==> config.mk <==
export PLATFORM = sky130hd
export DESIGN_NAME = adc_start_ctrl
export DESIGN_NICKNAME = d
export VERILOG_FILES = /design/src/rtl/adc_start_pkg.sv /design/src/rtl/trig_sync.sv /design/src/rtl/conv_tracker.sv /design/src/rtl/start_arbiter.sv /design/src/rtl/adc_start_ctrl.sv
export SDC_FILE = /design/constraint.sdc
export NUM_CORES = 1
export LEC_CHECK = 0
export BUFFER_PORTS_ARGS = -buffer_cell sky130_fd_sc_hd__buf_2
export CAP_MARGIN = 20
export CORE_MARGIN = 2
export CORE_UTILIZATION = 30
export CTS_CLUSTER_DIAMETER = 80
export DETAILED_ROUTE_END_ITERATION = 8
export GPL_ROUTABILITY_DRIVEN = 0
export GPL_TIMING_DRIVEN = 1
export MAX_ROUTING_LAYER = met4
export PLACE_DENSITY_LB_ADDON = 0.05
export REMOVE_ABC_BUFFERS = 1
export SLEW_MARGIN = 20
export SYNTH_ARGS = -nofsm -noshare
export SYNTH_HDL_FRONTEND = slang
export SYNTH_SLANG_ARGS = --single-unit
==> constraint.sdc <==
create_clock -name clk -period 1.65 [get_ports clk]
set_input_delay 0.4125 -clock clk [delete_from_list [all_inputs] [get_ports clk]]
set_output_delay 0.4125 -clock clk [all_outputs]
set_load 0.02 [all_outputs]
==> src/rtl/adc_start_pkg.sv <==
package adc_start_pkg;
  localparam int MODE_W = 2;
  localparam int CHAN_W = 3;
  localparam int NCONV  = 2;

  typedef logic [MODE_W-1:0] mode_t;
  typedef logic [CHAN_W-1:0] chan_t;
  typedef logic [NCONV-1:0]  conv_vec_t;

  // Edge of the selected polarity between previous and current sample.
  function automatic logic edge_hit(input logic cur, input logic prev,
                                    input logic falling);
    return falling ? (prev & ~cur) : (cur & ~prev);
  endfunction

  // Continuous modes carry the top mode bit.
  function automatic logic is_continuous(input mode_t m);
    return m[MODE_W-1];
  endfunction

  // Paired start is legal when modes agree and, for continuous modes,
  // channel counts agree too.
  function automatic logic cfg_match(input mode_t ma, input mode_t mb,
                                     input chan_t ca, input chan_t cb);
    if (ma != mb) return 1'b0;
    if (is_continuous(ma)) return (ca == cb);
    return 1'b1;
  endfunction
endpackage

==> src/rtl/trig_sync.sv <==
module trig_sync #(
  parameter int STAGES = 2
) (
  input  logic clk,
  input  logic rst_n,
  input  logic pin,
  input  logic falling,
  output logic hit
);
  import adc_start_pkg::*;

  logic [STAGES-1:0] chain;
  logic              prev;

  genvar g;
  generate
    for (g = 0; g < STAGES; g++) begin : g_stage
      if (g == 0) begin : g_first
        always_ff @(posedge clk or negedge rst_n)
          if (!rst_n) chain[g] <= 1'b0;
          else        chain[g] <= pin;
      end else begin : g_next
        always_ff @(posedge clk or negedge rst_n)
          if (!rst_n) chain[g] <= 1'b0;
          else        chain[g] <= chain[g-1];
      end
    end
  endgenerate

  always_ff @(posedge clk or negedge rst_n)
    if (!rst_n) prev <= 1'b0;
    else        prev <= chain[STAGES-1];

  assign hit = edge_hit(chain[STAGES-1], prev, falling);
endmodule

==> src/rtl/conv_tracker.sv <==
module conv_tracker #(
  parameter int N = 2
) (
  input  logic         clk,
  input  logic         rst_n,
  input  logic [N-1:0] start,
  input  logic [N-1:0] busy,
  input  logic [N-1:0] done,
  output logic [N-1:0] blocked
);
  logic [N-1:0] active;

  genvar g;
  generate
    for (g = 0; g < N; g++) begin : g_conv
      always_ff @(posedge clk or negedge rst_n)
        if (!rst_n)        active[g] <= 1'b0;
        else if (done[g])  active[g] <= 1'b0;
        else if (start[g]) active[g] <= 1'b1;

      assign blocked[g] = active[g] | busy[g] | start[g];
    end
  endgenerate
endmodule

==> src/rtl/start_arbiter.sv <==
module start_arbiter
  import adc_start_pkg::*;
(
  input  logic      clk,
  input  logic      rst_n,
  input  conv_vec_t req,
  input  conv_vec_t blocked,
  input  logic      dual_en,
  input  logic      cfg_ok,
  input  logic      err_clr,
  output conv_vec_t start,
  output logic      cfg_err,
  output logic      err_set
);
  conv_vec_t start_n;
  logic      any_req, any_blk;

  assign any_req = |req;
  assign any_blk = |blocked;

  always_comb begin
    start_n = '0;
    err_set = 1'b0;
    if (dual_en) begin
      if (any_req && !any_blk) begin
        if (cfg_ok) start_n = '1;
        else        err_set = 1'b1;
      end
    end else begin
      start_n = req & ~blocked;
    end
  end

  always_ff @(posedge clk or negedge rst_n)
    if (!rst_n) begin
      start   <= '0;
      cfg_err <= 1'b0;
    end else begin
      start <= start_n;
      if (err_set)      cfg_err <= 1'b1;
      else if (err_clr) cfg_err <= 1'b0;
    end
endmodule

==> src/rtl/adc_start_ctrl.sv <==
module adc_start_ctrl #(
  parameter int SYNC_STAGES = 2
) (
  input  logic       clk,
  input  logic       rst_n,
  input  logic       trig_pin,
  input  logic       edge_fall,
  input  logic [1:0] trig_route,
  input  logic [1:0] sw_start,
  input  logic       dual_en,
  input  logic [1:0] mode_a,
  input  logic [1:0] mode_b,
  input  logic [2:0] chan_a,
  input  logic [2:0] chan_b,
  input  logic [1:0] busy,
  input  logic [1:0] done,
  input  logic       err_clr,
  output logic [1:0] start,
  output logic       cfg_err
);
  import adc_start_pkg::*;

  logic      pin_hit;
  conv_vec_t req;
  conv_vec_t blocked;
  logic      cfg_ok;
  logic      err_set;

  trig_sync #(.STAGES(SYNC_STAGES)) u_sync (
    .clk(clk), .rst_n(rst_n), .pin(trig_pin), .falling(edge_fall), .hit(pin_hit)
  );

  assign req    = ({NCONV{pin_hit}} & trig_route) | sw_start;
  assign cfg_ok = cfg_match(mode_a, mode_b, chan_a, chan_b);

  conv_tracker #(.N(NCONV)) u_track (
    .clk(clk), .rst_n(rst_n), .start(start), .busy(busy), .done(done),
    .blocked(blocked)
  );

  start_arbiter u_arb (
    .clk(clk), .rst_n(rst_n), .req(req), .blocked(blocked),
    .dual_en(dual_en), .cfg_ok(cfg_ok), .err_clr(err_clr),
    .start(start), .cfg_err(cfg_err), .err_set(err_set)
  );
endmodule

Word level (Yosys, flattened, before mapping)
Cells that the tools add are included.
- $add $sub $neg: 0
- $mul: 0
- divide/modulo/power cells: 0
- order comparisons: 0
- equal/unequal tests: 2
- shifts and indexed selects: 0
- multiplexer cells: 20
- bitwise operators: 12
- reductions and logical operators: 7
- operators with widths (operator ; count):
    $mux 1 ; 17
    $mux 2 ; 3
    $reduce_bool 2->1 ; 3
    $and 2x2->2 ; 2
    $or 1x1->1 ; 4
    $reduce_or 2->1 ; 2
    $eq 3x3->1 ; 1
    $and 1x1->1 ; 2
    $ne 2x2->1 ; 1
    $not 1->1 ; 2
    $not 2->2 ; 1
    $or 2x2->2 ; 1
    $logic_and 1x1->1 ; 1
    $logic_not 1->1 ; 1
- flip-flop bits (word level): 8
- latch bits: 0
- bits in writable memories: 0
- memory bits (read-only): 0
- output and inout port bits: 3
- logic and storage cells: 48
- memories kept: 0

Logic depth before layout (Yosys ltp)
Gate-level depths: netlist of run 1.
- word-level depth: 10
- mapped depth: 4
- gate-level depth less buffers: 4

By module
Synthesis of run 1 repeated with hierarchy kept, for this count alone.
- cell total of the unflattened synthesis: 36
- area, all modules: 412.9 um^2
- by module, submodules not included (module ; instances ; cells each ; area an instance (um^2) ; seq. area each (um^2)):
    start_arbiter ; 1 ; 14 ; 161.4 ; 75.1
    trig_sync ; 1 ; 6 ; 97.6 ; 75.1
    conv_tracker ; 1 ; 6 ; 82.6 ; 50.0
    adc_start_ctrl ; 1 ; 10 ; 71.3 ; 0.0

Worst setup path before layout of run 1
OpenSTA, ideal clock, no wires.
- path type: input-to-reg
- from: input edge_fall
- to: register u_arb.cfg_err
- setup time: 0.129 ns
- data arrival time: 1.269 ns
- required time: 1.521 ns
- setup slack: 0.252 ns
- stages on the path: 4
- cells stage by stage: and4bb_1 -> or3_4 -> o2111ai_4 -> o22ai_2
- word-level cells in the longest chain between the ends: 8
- ends and longest elaborated chain (element ; RTL line ; source):
    start, declared ; adc_start_ctrl.sv:7 ; input logic edge_fall,
    $mux 1 * ; adc_start_pkg.sv:13 ; return falling ? (prev & ~cur) : (cur & ~prev);
    $and 2x2->2 * ; adc_start_ctrl.sv:33 ; assign req = ({NCONV{pin_hit}} & trig_route) | sw_start;
    $or 2x2->2 * ; adc_start_ctrl.sv:33 ;
    $reduce_or 2->1 * ; start_arbiter.sv:18 ; assign any_req = |req;
    $logic_and 1x1->1 * ; start_arbiter.sv:25 ; if (any_req && !any_blk) begin
    $mux 1 * ; start_arbiter.sv:25 ;
    $mux 1 * ; start_arbiter.sv:24 ; if (dual_en) begin
    $mux 1 / $reduce_bool 2->1 (equally long branches) ; -- ;
    end signal, assigned ; start_arbiter.sv:37 ; cfg_err <= 1'b0;
    end signal, assigned ; start_arbiter.sv:40 ; if (err_set) cfg_err <= 1'b1;
    end signal, assigned ; start_arbiter.sv:41 ; else if (err_clr) cfg_err <= 1'b0;
    end, declared ; start_arbiter.sv:12 ; output logic cfg_err,
Mark *: on every way between the ends. The rest lies on a longest branch, timed or not.
A chain may end at the register's enable or synchronous reset.

Worst setup path in the final report of run 1
- from: register u_sync.chain[1]
- to: register u_arb.start[1]
- word-level cells in the longest chain between the ends: 9
- ends and longest elaborated chain (element ; RTL line ; source):
    start, declared ; trig_sync.sv:12 ; logic [STAGES-1:0] chain;
    start signal, assigned by index ; trig_sync.sv:25 ; else chain[g] <= chain[g-1];
    $not 1->1 ; adc_start_pkg.sv:13 ;
    $and 1x1->1 ; adc_start_pkg.sv:13 ;
    $mux 1 * ; adc_start_pkg.sv:13 ;
    $and 2x2->2 * ; adc_start_ctrl.sv:33 ;
    $or 2x2->2 * ; adc_start_ctrl.sv:33 ;
    $reduce_or 2->1 ; start_arbiter.sv:18 ;
    $logic_and 1x1->1 ; start_arbiter.sv:25 ;
    $mux 2 ; start_arbiter.sv:25 ;
    $mux 2 * ; start_arbiter.sv:24 ;
    net u_arb.start_n[1] ; start_arbiter.sv:15 ; conv_vec_t start_n;
    end signal, assigned ; start_arbiter.sv:39 ; start <= start_n;
    end, declared ; start_arbiter.sv:11 ; output conv_vec_t start,
Mark *: on every way through the listed nets, which the timed path passes. The rest lies on a longest branch.

==> results of run 1 <==
[final cells by class]
class	instances	area share, %
multi-input cells	27	35.2
flip-flops and latches	8	33.7
repair buffers	27	23.6
clock buffers	3	3.79
well taps	15	3.16
inverters	1	0.632
[power groups by stage]
stage	logic, W	clock network, W	registers (W)
floorplan	0.0000392	0	0.000224
global placement	0.0000896	0	0.000219
detailed placement	0.0000899	0	0.000219
CTS	0.0000921	0.000148	0.000216
global route	0.000102	0.000162	0.000217
finish	0.0000899	0.000142	0.000216
[flip-flops by register name, summed over array words and instances, names as in the netlist]
register / cells
u_sync.chain: 2
u_arb.cfg_err: 1
u_arb.start: 2
u_sync.prev: 1
u_track.active: 2
[logic make-up after synthesis]
logic type,Yosys count,synth area share (%)
and+or+nand+nor,16,24.8
DFF,8,48.5
AOI/OAI and AO/OA,7,17.3
xor gates and xnor gates,4,8.49
buffers and inverters,1,0.908
[final timing paths]
kind	slack [ns]	cells after the start	end	from
setup / recovery	0.19	4	u_arb.start[1]$_DFF_PN0_	u_sync.chain[1]$_DFF_PN0_
hold / removal	0.27	1	u_sync.chain[0]$_DFF_PN0_	trig_pin
setup reg to reg	0.19	4	u_arb.start[1]$_DFF_PN0_	u_sync.chain[1]$_DFF_PN0_
hold reg to reg	0.34	0	u_sync.chain[1]$_DFF_PN0_	u_sync.chain[0]$_DFF_PN0_
max in group asynchronous	0.96	2	u_arb.start[1]$_DFF_PN0_	rst_n
min in group asynchronous	0.53	2	u_track.active[0]$_DFFE_PN0P_	rst_n
[Yosys cell counts]
cell type,number
nor4_1,1
and4bb_1,1
xor2_1,3
nand3b_1,2
nor3_1,2
or3_4,1
nand2_1,1
o21ai_1,3
a311o_1,1
inv_1,1
xnor2_1,1
o2111ai_4,1
o21a_1,1
dfrtp_1,8
o22ai_2,1
and4b_2,1
and4b_1,1
nor2_1,6
[routing by layer]
| layer | vias to the layer above | routed length [um] | global-route usage [%] |
|---|---|---|---|
| met1 | 159 | 356 | 12.8 |
| met5 | - | 0 | - |
| li1 | 195 | - | - |
| met2 | 18 | 335 | 16.4 |
| met3 | 0 | 84 | 8.15 |
| met4 | 0 | 0 | 0 |
[stage by stage]
stage / hold slack, ns / util, %
global route: 0.266 / 45.7
finish: 0.274 / 45.7
CTS: 0.267 / 45.7
global placement: 0.262 / 43.2
floorplan: 0.117 / -
detailed placement: 0.259 / 43.2
==> flow_summary.ini, run 1 <==
[outcome]
status = complete, no violations

[yosys]
synth_top_area_share_pct = 48.5
syn_area_um2 = 413
ys_warn_count = 0
synth_top_cell_by_area = dfrtp_1
syn_area_per_cell_um2 = 11.5
ys_ff_latch = 8
synth-seq-area-share_pct = 48.5
synth.distinct_cells = 18
synthCells = 36
ys_top_cells_by_area = dfrtp_1, o2111ai_4, xor2_1, nor2_1, o21ai_1

[detailed_routing]
drc = 0
post_drt_wl_per_cell_um = 9.58
drt_wl_total_um = 776
first_iter_violations = 0
ant_nets = 0
dr.pass1.iters = 1
vias = 372
routed_via_density = 4.59

[floorplan]
dieArea_mm2 = 0.00169
initial_core_util_pct = 31.7
die_h_um = 41.1
io_pins = 27
die-width_um = 41.1
core.rowCount = 13
core_area_mm2 = 0.00130

[worst_hold_path]
min_path_type = input pin to flip-flop

[clocking]
insertion_delay_ns = 0.25
ctsLongestPathBuffers = 2
numCtsBuffers = 3
cts-root-buf = clkbuf_4
htree_levels = 1
hold_buffers = 1
cts_resized = 0
postCtsSetupBuffers = 0
clk_pin_slew_ns = 0.05
tritoncts = built
clock_sinks = 8

[timing]
fin_ws_ns = 0.187
maxSlewHeadroom_pct = 70.3
finalCritPeriodShare_pct = 88.6
finalHoldViolCount = 0
setup_viol = 0
rsz0062_at_grt = false
setup_tns_ns = 0
period_minus_slack_ns = 1.46
drv_slew = 0
timing.fmax_mhz = 684
worstMarginPinSlew_ns = 0.442
clock_skew_ns = 0.00609

[final_layout]
layout_common_cells = buf_2, dfrtp_1, nor2_1
drive_above_1_share_pct = 50.0
multi_input_area_um2 = 209
final_common_cell = buf_2
nFillCells = 140
area_growth_pct = 43.9
stdcell_count = 81
final-seq-area_um2 = 200
stdcell_area_um2 = 594
nNetsFinal = 92
diodes = 0

[pwr]
power_frac_seq_pct = 48.2
switching_share_pct = 24.6
leakage_nw = 0.296
p_switching_w = 0.000110
powerDensity_mw_per_mm2 = 753
intPower_w = 0.000337
pwr-share-clk_pct = 31.7
ir_worst_vdd_uv = 589
power_frac_comb_pct = 20.1
p_total_w = 0.000447

[grt]
grt_max_degree = 9
grt-ovfl-total = 0
grt_pass1_vias = 293
antenna_found_initial = 0
grt_pass1_wl_um = 1120
grtUsageTotal_pct = 11.0

[placed_design]
io_buffers = 26
hpwl_um = 680
dp_cells = 77
place_ws_ns = 0.0653
dpl_cell_area_um2 = 562

[worst_setup_path]
crit_fanout = 5
crit_type = flip-flop to flip-flop
arrival_ns = 1.58
cp.required_ns = 1.77
critPathCaptureType = flip-flop
crit_chain = and4bb_1 -> or3_4 -> o2111ai_4 -> o21ai_1
startpoint_type = flip-flop
max_stage_delay_ns = 0.41
slowest_stage = dfrtp_1
crit_family = simple AND/OR/NAND/NOR gates
cp_num_buf_inv = 0

[job]
max_cap_violations = 0
No activity file was read; power rests on OpenSTA's default activity.
==> run 2, diff against run 1 <==
- CORE_AREA: unset -> 2 2 39 41
- CORE_MARGIN: 2 -> unset
- CORE_UTILIZATION: 30 -> unset
- DIE_AREA: unset -> 0 0 41 43
==> flow_summary.ini, run 2 (same netlist as run 1, synthesis figures left out) <==
[grt]
grt-ovfl-total = 0
grtUsageTotal_pct = 11.4
grt_pass1_vias = 354
antenna_found_initial = 0
grt_max_degree = 9
grt_pass1_wl_um = 1260

[final_layout]
layout_common_cells = buf_2, dfrtp_1, nor2_1
drive_above_1_share_pct = 50.0
fin_util_pct = 43.0
nNetsFinal = 92
diodes = 0
nFillCells = 133
final_common_cell = buf_2
area_growth_pct = 44.2
multi_input_area_um2 = 209
final-seq-area_um2 = 200
largestRegisters = u_arb.start (2), u_sync.chain (2), u_track.active (2)

[pwr]
power_frac_comb_pct = 19.8
leakage_nw = 0.296
intPower_w = 0.000338
switching_share_pct = 25.7
power_frac_seq_pct = 47.3
ir_worst_vdd_uv = 405
pwr-share-clk_pct = 32.9
p_switching_w = 0.000117
powerDensity_mw_per_mm2 = 764

[clocking]
ctsLongestPathBuffers = 2
cts_resized = 0
insertion_delay_ns = 0.25
numCtsBuffers = 3
clock_sinks = 8
postCtsSetupBuffers = 0
cts-root-buf = clkbuf_4
htree_levels = 1
tritoncts = built
clk_pin_slew_ns = 0.05

[detailed_routing]
routed_via_density = 4.59
ant_nets = 0
vias = 376
drt_wl_total_um = 831
first_iter_violations = 7
post_drt_wl_per_cell_um = 10.1
dr.pass1.iters = 4
drc = 0

[timing]
rsz0062_at_grt = false
fin_ws_ns = 0.222
period_minus_slack_ns = 1.43
setup_viol = 0
setup_tns_ns = 0
finalHoldViolCount = 0
clock_skew_ns = 0.00180
timing.fmax_mhz = 700
maxSlewHeadroom_pct = 71.9
finalCritPeriodShare_pct = 86.6
worstMarginPinSlew_ns = 0.419
drv_slew = 0

[floorplan]
io_pins = 27
initial_core_util_pct = 29.8
core_area_mm2 = 0.00138
die_h_um = 43
dieArea_mm2 = 0.00176
die-width_um = 41
core.rowCount = 14

[worst_setup_path]
crit_fanout = 5
max_stage_delay_ns = 0.40
critPathCaptureType = flip-flop
crit_family = simple AND/OR/NAND/NOR gates
cp_num_buf_inv = 0
startpoint_type = flip-flop
crit_type = flip-flop to flip-flop
slowest_stage = dfrtp_1
crit_chain = and4bb_1 -> or3_4 -> o2111ai_4 -> o22ai_2
cp.required_ns = 1.79
arrival_ns = 1.56

[placed_design]
io_buffers = 26
place_ws_ns = 0.0939

[outcome]
status = complete, no violations

[job]
max_cap_violations = 0

[worst_hold_path]
min_path_type = input pin to flip-flop
-- run 2: cell counts in the layout (fill, tap and decap cells not counted) --
Identical to the previous run, type by type.
-- run 2: area by class of cell --
| type | instances | area share [%] |
|---|---|---|
| multi-input cells | 27 | 35.1 |
| flip-flops and latches | 8 | 33.6 |
| repair buffers | 27 | 23.5 |
| clock buffers | 3 | 3.78 |
| well taps | 16 | 3.36 |
| inverters | 1 | 0.630 |
-- run 2: what timing repair did --
item	in CTS	in global routing
endpoints found under the setup margin	0	0
hold endpoints to repair	4	0
hold buffers	1	0
-- run 2: routing by layer --
layer / wire length [um] / GRT usage (%) / vias to the layer above
met5: 0 / - / -
met4: 19 / 8.00 / 0
met3: 106 / 4.71 / 3
met2: 325 / 16.3 / 25
met1: 380 / 12.0 / 153
li1: - / - / 195
-- run 2: per-stage QoR --
step	instance area, um2	hold slack [ns]	std cells	power (W)
after floorplan	413	0.117	36	0.000263
after global placement	563	0.267	78	0.000308
after detailed placement	563	0.270	78	0.000309
after CTS	596	0.260	82	0.000462
after global routing	596	0.262	82	0.000478
final	596	0.262	82	0.000455
-- run 2: path summary, 6_finish.rpt --
kind                       slack [ns]  depth (start not counted)                       endpoint                      start
max in group asynchronous        0.95                          2  u_track.active[1]$_DFFE_PN0P_                      rst_n
min                              0.26                          1      u_sync.chain[0]$_DFF_PN0_                   trig_pin
min reg2reg                      0.35                          0      u_sync.chain[1]$_DFF_PN0_  u_sync.chain[0]$_DFF_PN0_
min in group asynchronous        0.53                          2       u_arb.start[1]$_DFF_PN0_                      rst_n
max                              0.22                          4      u_arb.cfg_err$_DFFE_PN0P_  u_sync.chain[1]$_DFF_PN0_
max reg2reg                      0.22                          4      u_arb.cfg_err$_DFFE_PN0P_  u_sync.chain[1]$_DFF_PN0_
-- run 2: power by group through the flow --
stage,combinational [W],sequential [W],clock (W)
6_report,0.0000902,0.000215,0.000150
5_1_grt,0.000100,0.000217,0.000160
3_3_place_gp,0.0000892,0.000219,0
2_1_floorplan,0.0000392,0.000224,0
3_5_place_dp,0.0000900,0.000219,0
4_1_cts,0.0000926,0.000215,0.000154
